<file path="src/rtl/itb_pkg.sv">
package itb_pkg;
  localparam int unsigned IND_N_DEF  = 64;
  localparam int unsigned ADDR_W_DEF = 24;

  typedef enum logic {
    SENSE_OFF = 1'b0,
    SENSE_ON  = 1'b1
  } sense_e;
endpackage

</file>
<file path="src/rtl/itb_ind_reg.sv">
module itb_ind_reg #(
  parameter int unsigned IND_N = itb_pkg::IND_N_DEF
) (
  input  logic             clk_i,
  input  logic             rst_ni,
  input  logic [IND_N-1:0] set_i,
  input  logic [IND_N-1:0] clr_i,
  output logic [IND_N-1:0] ind_o
);
  logic [IND_N-1:0] ind_q;

  for (genvar g = 0; g < IND_N; g++) begin : g_bit
    always_ff @(posedge clk_i or negedge rst_ni) begin
      if (!rst_ni)       ind_q[g] <= 1'b0;
      else if (set_i[g]) ind_q[g] <= 1'b1;   // set wins over clear
      else if (clr_i[g]) ind_q[g] <= 1'b0;
    end

    p_set_wins_r7: assert property (@(posedge clk_i) disable iff (!rst_ni)
      set_i[g] |=> ind_q[g]);
  end

  assign ind_o = ind_q;

  p_hold_r2: assert property (@(posedge clk_i) disable iff (!rst_ni)
    (clr_i == '0) |=> ((ind_q & $past(ind_q)) == $past(ind_q)));
endmodule

</file>
<file path="src/rtl/itb_branch_eval.sv">
module itb_branch_eval #(
  parameter int unsigned IND_N  = itb_pkg::IND_N_DEF,
  parameter int unsigned ADDR_W = itb_pkg::ADDR_W_DEF,
  localparam int unsigned SEL_W = $clog2(IND_N)
) (
  input  logic              clk_i,
  input  logic              rst_ni,
  input  logic [IND_N-1:0]  ind_i,
  input  logic              valid_i,
  input  logic [SEL_W-1:0]  sel_i,
  input  itb_pkg::sense_e   sense_i,
  input  logic              clr_req_i,
  input  logic [ADDR_W-1:0] target_i,
  output logic [IND_N-1:0]  clr_o,
  output logic              done_o,
  output logic              taken_o,
  output logic [ADDR_W-1:0] target_o
);
  logic              hit;
  logic              match;
  logic              done_q, taken_q;
  logic [ADDR_W-1:0] target_q;

  assign hit   = ind_i[sel_i];
  assign match = (hit == logic'(sense_i));

  for (genvar g = 0; g < IND_N; g++) begin : g_dec
    assign clr_o[g] = valid_i && clr_req_i && (sel_i == SEL_W'(g));
  end

  always_ff @(posedge clk_i or negedge rst_ni) begin
    if (!rst_ni) begin
      done_q   <= 1'b0;
      taken_q  <= 1'b0;
      target_q <= '0;
    end else begin
      done_q  <= valid_i;
      taken_q <= valid_i && match;
      if (valid_i) target_q <= target_i;
    end
  end

  assign done_o   = done_q;
  assign taken_o  = taken_q;
  assign target_o = target_q;

  p_clr_single_r8: assert property (@(posedge clk_i) disable iff (!rst_ni)
    $onehot0(clr_o));
  p_done_follows_r5: assert property (@(posedge clk_i) disable iff (!rst_ni)
    valid_i |=> done_o);
  p_done_idle_r5: assert property (@(posedge clk_i) disable iff (!rst_ni)
    !valid_i |=> !done_o);
  p_taken_gated_r5: assert property (@(posedge clk_i) disable iff (!rst_ni)
    taken_o |-> done_o);
endmodule

</file>
<file path="src/rtl/itb_irq_gen.sv">
module itb_irq_gen #(
  parameter int unsigned IND_N  = itb_pkg::IND_N_DEF,
  parameter int unsigned ADDR_W = itb_pkg::ADDR_W_DEF,
  localparam int unsigned SEL_W = $clog2(IND_N)
) (
  input  logic              clk_i,
  input  logic              rst_ni,
  input  logic [IND_N-1:0]  ind_i,
  input  logic              mask_we_i,
  input  logic [IND_N-1:0]  mask_wdata_i,
  input  logic              base_we_i,
  input  logic [ADDR_W-1:0] base_wdata_i,
  output logic              irq_o,
  output logic [ADDR_W-1:0] irq_addr_o
);
  logic [IND_N-1:0]  mask_q;
  logic [ADDR_W-1:0] base_q;
  logic [IND_N-1:0]  pend;
  logic [SEL_W-1:0]  low_idx;
  logic              any_pend;
  logic              irq_q;
  logic [ADDR_W-1:0] addr_q;

  assign pend     = ind_i & mask_q;
  assign any_pend = |pend;

  // lowest set index wins
  always_comb begin
    low_idx = '0;
    for (int k = IND_N - 1; k >= 0; k--) begin
      if (pend[k]) low_idx = SEL_W'(k);
    end
  end

  always_ff @(posedge clk_i or negedge rst_ni) begin
    if (!rst_ni) begin
      mask_q <= '0;
      base_q <= '0;
      irq_q  <= 1'b0;
      addr_q <= '0;
    end else begin
      if (mask_we_i) mask_q <= mask_wdata_i;
      if (base_we_i) base_q <= base_wdata_i;
      irq_q  <= any_pend;
      addr_q <= any_pend ? base_q + ADDR_W'(low_idx) : base_q;
    end
  end

  assign irq_o      = irq_q;
  assign irq_addr_o = addr_q;

  p_irq_rise_r9: assert property (@(posedge clk_i) disable iff (!rst_ni)
    (|(ind_i & mask_q)) |=> irq_o);
  p_irq_fall_r9: assert property (@(posedge clk_i) disable iff (!rst_ni)
    !(|(ind_i & mask_q)) |=> !irq_o);
  p_mask_zero_r10: assert property (@(posedge clk_i) disable iff (!rst_ni)
    (mask_q == '0) |=> !irq_o);
  p_addr_idle_r11: assert property (@(posedge clk_i) disable iff (!rst_ni)
    (!any_pend && !base_we_i) |=> (irq_addr_o == base_q));
endmodule

</file>
<file path="src/rtl/itb_unit.sv">
module itb_unit #(
  parameter int unsigned IND_N  = itb_pkg::IND_N_DEF,
  parameter int unsigned ADDR_W = itb_pkg::ADDR_W_DEF,
  localparam int unsigned SEL_W = $clog2(IND_N)
) (
  input  logic              clk_i,
  input  logic              rst_ni,
  input  logic [IND_N-1:0]  set_i,
  input  logic              br_valid_i,
  input  logic [SEL_W-1:0]  br_sel_i,
  input  logic              br_sense_i,
  input  logic              br_clr_i,
  input  logic [ADDR_W-1:0] br_target_i,
  input  logic              mask_we_i,
  input  logic [IND_N-1:0]  mask_wdata_i,
  input  logic              base_we_i,
  input  logic [ADDR_W-1:0] base_wdata_i,
  output logic              done_o,
  output logic              taken_o,
  output logic [ADDR_W-1:0] target_o,
  output logic              irq_o,
  output logic [ADDR_W-1:0] irq_addr_o
);
  logic [IND_N-1:0] ind;
  logic [IND_N-1:0] clr;
  itb_pkg::sense_e  sense;

  assign sense = itb_pkg::sense_e'(br_sense_i);

  itb_ind_reg #(.IND_N(IND_N)) u_ind (
    .clk_i  (clk_i),
    .rst_ni (rst_ni),
    .set_i  (set_i),
    .clr_i  (clr),
    .ind_o  (ind)
  );

  itb_branch_eval #(.IND_N(IND_N), .ADDR_W(ADDR_W)) u_br (
    .clk_i     (clk_i),
    .rst_ni    (rst_ni),
    .ind_i     (ind),
    .valid_i   (br_valid_i),
    .sel_i     (br_sel_i),
    .sense_i   (sense),
    .clr_req_i (br_clr_i),
    .target_i  (br_target_i),
    .clr_o     (clr),
    .done_o    (done_o),
    .taken_o   (taken_o),
    .target_o  (target_o)
  );

  itb_irq_gen #(.IND_N(IND_N), .ADDR_W(ADDR_W)) u_irq (
    .clk_i        (clk_i),
    .rst_ni       (rst_ni),
    .ind_i        (ind),
    .mask_we_i    (mask_we_i),
    .mask_wdata_i (mask_wdata_i),
    .base_we_i    (base_we_i),
    .base_wdata_i (base_wdata_i),
    .irq_o        (irq_o),
    .irq_addr_o   (irq_addr_o)
  );
endmodule

</file>
<file path="config.mk">
export PLATFORM = sky130hd
export DESIGN_NAME = itb_unit
export DESIGN_NICKNAME = d
export VERILOG_FILES = /design/src/rtl/itb_pkg.sv /design/src/rtl/itb_ind_reg.sv /design/src/rtl/itb_branch_eval.sv /design/src/rtl/itb_irq_gen.sv /design/src/rtl/itb_unit.sv
export SDC_FILE = /design/constraint.sdc
export NUM_CORES = 1
export LEC_CHECK = 0
export ABC_AREA = 1
export BUFFER_PORTS_ARGS = -buffer_cell sky130_fd_sc_hd__buf_2
export CAP_MARGIN = 20
export CORE_AREA = 2 2 144 146
export DETAILED_ROUTE_END_ITERATION = 12
export DIE_AREA = 0 0 146 148
export PLACE_DENSITY = 0.74
export SETUP_SLACK_MARGIN = 0.1
export SLEW_MARGIN = 0
export SYNTH_ARGS = -nofsm -noshare
export SYNTH_HDL_FRONTEND = slang
export SYNTH_SLANG_ARGS = --single-unit
</file>
<file path="constraint.sdc">
create_clock -name clk_i -period 5.05 [get_ports clk_i]
set_input_delay 0.505 -clock clk_i [delete_from_list [all_inputs] [get_ports clk_i]]
set_output_delay 0.505 -clock clk_i [all_outputs]
set_load 0.05 [all_outputs]
</file>
==> impl_metrics.tcl, run 1 <==
set metrics [dict create \
    ys_warn_count 0 \
    place.gp.congestion 0.938 \
    grt_overflow 0 \
    rows 52 \
    fmax_mhz 176 \
    place_inst 1502 \
    initial_utilization 0.470 \
    postCtsHoldBufs 0 \
    violations "negative setup slack" \
    worstSetupPathType "flip-flop to flip-flop" \
    tns_ps -6750 \
    ys_ff_latch 203 \
    final_nets 1465 \
    pre_cts_ws_ps -623 \
    end_kind "flip-flop" \
    die_w_um 146 \
    crit_top_cell "nand2_1" \
    netlist_instances 988 \
    status "finished with violations" \
    synthAdderAreaFrac 0.0101 \
    postLayoutSetupSlackWorst_ps -628 \
    worst_path_largest_cell_delay_ps 390 \
    grt_max_degree 113 \
    grt_setup_unrepaired "true" \
    cts_buffer_depth 3 \
    utilization 0.604 \
    core_region_area_um2 20000 \
    synth-xor-area-share 0.0167 \
    cpMaxStageDelayCell "dfrtp_1" \
    numCtsBuffers 24 \
    root_buffer "clkbuf_16" \
    dr.pass1.iters 5 \
    track_usage 0.245 \
    slew_viol_final 0 \
    syn_area_per_cell_um2 9.53 \
    synth_top_area_frac 0.540 \
    crit_arrival_ps 6060 \
    path_max_fanout 2 \
    drcViolationCount 0 \
    synth_top_family_by_area "simple AND/OR/NAND/NOR gates" \
    slew_headroom 0.229 \
    hp-class "primary input to asynchronous set/reset pin" \
    power_density_nw_per_um2 346 \
    syn_area_um2 9420 \
    worstPathRequired_ps 5430 \
    syn_to_final_growth_pct 28.6 \
    hpwl_mm 19.4 \
    synth_compound_area_frac 0.110 \
    fin_cells 1555 \
    netlist_top_cells_area "dfrtp_1, mux2_2, nand2_1" \
    period_needed_ps 5680 \
    ant_nets 0 \
    drive_gt1_frac 0.366 \
    routedWlPerCell_um 17.2 \
    synthSimpleGateAreaFrac 0.160 \
    die_y_um 148 \
    setup_viol 18 \
    grt_pass1_wl_mm 42.0 \
    routed_wl_mm 26.7 \
    finalHoldViolations 0 \
    grt_pass1_vias 8263 \
    leakage_nw 5.96 \
    ir_drop_v 0.000194 \
    clock-sinks 203 \
    cts_htree_levels 1 \
    cts_tree "done" \
    synth_top_area_cell "dfrtp_1" \
    start_kind "flip-flop" \
    final_common_cell "nand2_1" \
    io_buffers 239 \
    vias 8070 \
    die-area_um2 21600 \
    antenna_found_initial 3 \
    seq_area_frac_synth 0.540 \
    via_per_inst 5.19 \
    synth.area.mux_share 0.111 \
    worstSkewPairLatency_ps 510 \
    clk_pin_slew_worst_paths_ps 60 \
    synth_nets 1184 \
    layout_common_cells "nand2_1, buf_2, dfrtp_1, inv_1, mux2_2" \
    drtIter0Drc 570 \
    pin_count 240 \
    post-route-period-util 1.12 \
    worst_pin_slew_ps 1160 \
    synth_cell_types 34 \
    drv_cap 0 \
    fin_skew_ps 10.4 \
]
[cells by family after synthesis]
group                    after synthesis
AND/OR/NAND/NOR                      368
adder cells (fa/ha/maj)                7
buffers and inverters                132
flip-flops                           203
XOR/XNOR                              18
AO/OA/AOI/OAI                        167
multiplexers                          93
[critical path, delay by kind of cell, from the launching register on]
kind,cells,cell delay (ps)
flops,1,390
compound gates,3,290
xor+xnor,1,140
fa+ha+maj,2,530
buf+inv,5,460
simple gates,68,3750
[sequential cells by signal, summed over array words and instances (netlist names)]
register / count
u_br.taken_o: 1
u_irq.base_q: 24
u_br.done_o: 1
u_irq.irq_o: 1
u_br.target_o: 24
u_irq.mask_q: 64
u_ind.ind_o: 64
u_irq.irq_addr_o: 24
[metal layers]
metal / track usage / vias to the layer above / part of all wire
met5: 0 / - / 0
met4: 0.107 / 0 / 0.041
met3: 0.0358 / 85 / 0.067
met2: 0.404 / 334 / 0.48
met1: 0.326 / 3851 / 0.41
li1: - / 3800 / -
[area by class of cell]
cell class / instances / area [um2]
clock buffer: 35 / 723
multi-input combinational: 653 / 3980
sequential: 203 / 5080
tap: 270 / 338
fill: 1794 / 7930
inverter: 107 / 402
timing repair buffer: 280 / 1540
antenna: 3 / 7.51
clock inverter: 4 / 45.0
[report_power, final]
part	internal [mW]	total, mW	switching (mW)
Sequential	1.74	1.82	0.0727
Combinational	0.254	0.703	0.449
Clock	1.03	1.67	0.643
Total	3.03	4.19	1.16
[what timing repair did]
| item | CTS | global route |
|---|---|---|
| endpoints found under the setup margin | 17 | 23 |
| setup buffers | 10 | 7 |
| pin swaps | 13 | 12 |
| resized for setup | 7 | 19 |
[synthesized netlist by cell type]
| cell type | count |
|---|---|
| a211o_1 | 1 |
| a211oi_1 | 2 |
| a21boi_0 | 1 |
| a21boi_1 | 1 |
| a21o_1 | 1 |
| a21oi_1 | 10 |
| a21oi_2 | 1 |
| a221oi_1 | 4 |
| a22o_1 | 2 |
| a22oi_1 | 25 |
| a31oi_1 | 9 |
| clkbuf_1 | 25 |
| dfrtp_1 | 203 |
| fa_1 | 1 |
| ha_1 | 6 |
| inv_1 | 100 |
| inv_2 | 7 |
| mux2_2 | 93 |
| nand2_1 | 272 |
| nand2_2 | 18 |
| nand2_4 | 6 |
| nand3_1 | 8 |
| nand4_1 | 3 |
| nor2_1 | 52 |
| nor3_1 | 5 |
| nor3b_1 | 1 |
| nor4_1 | 1 |
| o21ai_0 | 74 |
| o21ai_1 | 7 |
| o21bai_1 | 21 |
| o221ai_1 | 7 |
| o31ai_1 | 1 |
| or2_2 | 2 |
| xor2_1 | 18 |
[worst paths after layout]
kind / start / endpoint / slack [ps] / cells after the start
worst max-delay path: u_irq.mask_q[62]$_DFFE_PN0P_ / u_irq.irq_addr_o[18]$_DFF_PN0_ / -630 / 79
worst min-delay path: rst_ni / u_irq.mask_q[63]$_DFFE_PN0P_ / 120 / 1
worst max register to register: u_irq.mask_q[62]$_DFFE_PN0P_ / u_irq.irq_addr_o[18]$_DFF_PN0_ / -630 / 79
worst min register to register: u_br.target_o[13]$_DFFE_PN0P_ / u_br.target_o[13]$_DFFE_PN0P_ / 500 / 1
max in group asynchronous: rst_ni / u_irq.base_q[12]$_DFFE_PN0P_ / 3910 / 2
min in group clk_i: br_sense_i / u_br.taken_o$_DFF_PN0_ / 190 / 2
[stage by stage]
stage	area, um2	hold slack [ps]	power (mW)
floorplan	9460	209	2.27
global placement	11100	484	2.52
detailed placement	11100	490	2.53
CTS	12000	165	4.22
global route	12100	175	4.37
finish	12100	115	4.19
Note: power is estimated with default switching activity, not from simulation.
==> run 2: changes to the inputs <==
--- a/config.mk
+++ b/config.mk
@@ -8,9 +8,10 @@
 export ABC_AREA = 1
 export BUFFER_PORTS_ARGS = -buffer_cell sky130_fd_sc_hd__buf_2
 export CAP_MARGIN = 20
-export CORE_AREA = 2 2 144 146
+export CORE_AREA = 2 2 165 127
+export CTS_CLUSTER_DIAMETER = 60
 export DETAILED_ROUTE_END_ITERATION = 12
-export DIE_AREA = 0 0 146 148
+export DIE_AREA = 0 0 167 129
 export PLACE_DENSITY = 0.74
 export SETUP_SLACK_MARGIN = 0.1
 export SLEW_MARGIN = 0
==> impl_metrics.tcl, run 2 (same netlist as run 1, synthesis figures left out) <==
set metrics [dict create \
    numCtsBuffers 21 \
    ir_drop_v 0.000317 \
    track_usage 0.246 \
    power.total_mw 4.04 \
    routed_wl_mm 27.0 \
    io_buffers 239 \
    hpwl_mm 19.6 \
    routedWlPerCell_um 17.3 \
    pre_cts_ws_ps -597 \
    antenna_found_initial 2 \
    status "finished with violations" \
    ant_nets 0 \
    crit_top_cell "buf_4" \
    clock-sinks 203 \
    rows 45 \
    place_inst 1490 \
    tns_ps -11380 \
    dr.pass1.iters 6 \
    slew_viol_final 0 \
    fin_skew_ps 15.5 \
    place.gp.congestion 0.927 \
    drive_gt1_frac 0.369 \
    multi_input_area_um2 3940 \
    postCtsHoldBufs 0 \
    fin_cells 1558 \
    vias 8120 \
    grt_max_degree 108 \
    die_w_um 167 \
    seqCellArea_um2 5080 \
    reg2reg_depth 43 \
    hp-class "primary input to asynchronous set/reset pin" \
    setup_viol 21 \
    final_nets 1483 \
    via_per_inst 5.21 \
    worst_pin_slew_ps 1080 \
    post-route-period-util 1.15 \
    cts_tree "done" \
    fmax_mhz 172 \
    core_region_area_um2 19900 \
    path_max_fanout 2 \
    num-fill-cells 1698 \
    cts_htree_levels 1 \
    die-area_um2 21500 \
    layout_common_cells "nand2_1, buf_2, dfrtp_1, inv_1, mux2_2" \
    cts_buffer_depth 3 \
    syn_to_final_growth_pct 28.2 \
    start_kind "flip-flop" \
    worstPathRequired_ps 5420 \
    cpMaxStageDelayCell "fa_2" \
    postLayoutSetupSlackWorst_ps -775 \
    worstSetupPathType "flip-flop to flip-flop" \
    root_buffer "clkbuf_16" \
    die_y_um 129 \
    crit_arrival_ps 6190 \
    worstSkewPairLatency_ps 500 \
    grt_pass1_vias 7832 \
    slew_headroom 0.283 \
    pin_count 240 \
    leakage_nw 5.98 \
    final_common_cell "nand2_1" \
    initial_utilization 0.474 \
    drcViolationCount 0 \
    drtIter0Drc 670 \
    finalHoldViolations 0 \
    power_density_nw_per_um2 335 \
    end_kind "flip-flop" \
    period_needed_ps 5820 \
    grt_overflow 0 \
    clk_pin_slew_worst_paths_ps 60 \
    drv_cap 0 \
    worst_path_largest_cell_delay_ps 390 \
    violations "negative setup slack" \
    grt_pass1_wl_mm 41.3 \
    grt_setup_unrepaired "true" \
]
## run 2: timing repair
action                     CTS  global route
pin swaps                    0             3
resized for setup            9             7
buffers inserted            28             8
setup endpoints to repair   18            23
## run 2: per-stage QoR
stage | hold WS (ps) | utilization | area [um2]
floorplan | 209 | - | 9460
global placement | 484 | 0.559 | 11100
detailed placement | 490 | 0.559 | 11100
CTS | 165 | 0.604 | 12000
global route | 187 | 0.607 | 12100
finish | 138 | 0.607 | 12100
## run 2: final cells by class
type,count,share of cell area
diodes,1,0.000207
clock inverters,6,0.00456
multi-input cells,653,0.327
inverters,107,0.0333
well taps,258,0.0267
clock buffers,29,0.0493
repair buffers,301,0.139
flip-flops and latches,203,0.421
## run 2: path summary, 6_finish.rpt
path	start	end	slack [ps]
max	u_ind.ind_o[63]$_DFFE_PN0P_	u_irq.irq_addr_o[22]$_DFF_PN0_	-770
min in group clk_i	set_i[42]	u_ind.ind_o[42]$_DFFE_PN0P_	190
max reg2reg	u_ind.ind_o[63]$_DFFE_PN0P_	u_irq.irq_addr_o[22]$_DFF_PN0_	-770
min	rst_ni	u_ind.ind_o[59]$_DFFE_PN0P_	140
max in group asynchronous	rst_ni	u_irq.mask_q[2]$_DFFE_PN0P_	3760
min reg2reg	u_br.target_o[6]$_DFFE_PN0P_	u_br.target_o[6]$_DFFE_PN0P_	500
## run 2: where the power goes
part,switching (mW),total [mW],internal (mW)
clock network,0.626,1.50,0.870
logic,0.464,0.733,0.269
registers,0.0714,1.81,1.74
total,1.16,4.04,2.88
## run 2: worst max-delay path: cells and delay by family, from the launching register on
kind                       cells  cell delay [ps]
DFF                            1              370
buffers and inverters         13             1450
adders and majority gates      1              390
AOI/OAI and AO/OA             17             2160
and+or+nand+nor               11             1200
xor gates and xnor gates       1              150
## run 2: per-layer routing
layer	GRT usage	vias up	share of wire
li1	-	3832	-
met1	0.359	3867	0.45
met2	0.365	361	0.43
met3	0.0575	58	0.088
met4	0.0786	2	0.028
met5	0	-	0.00037
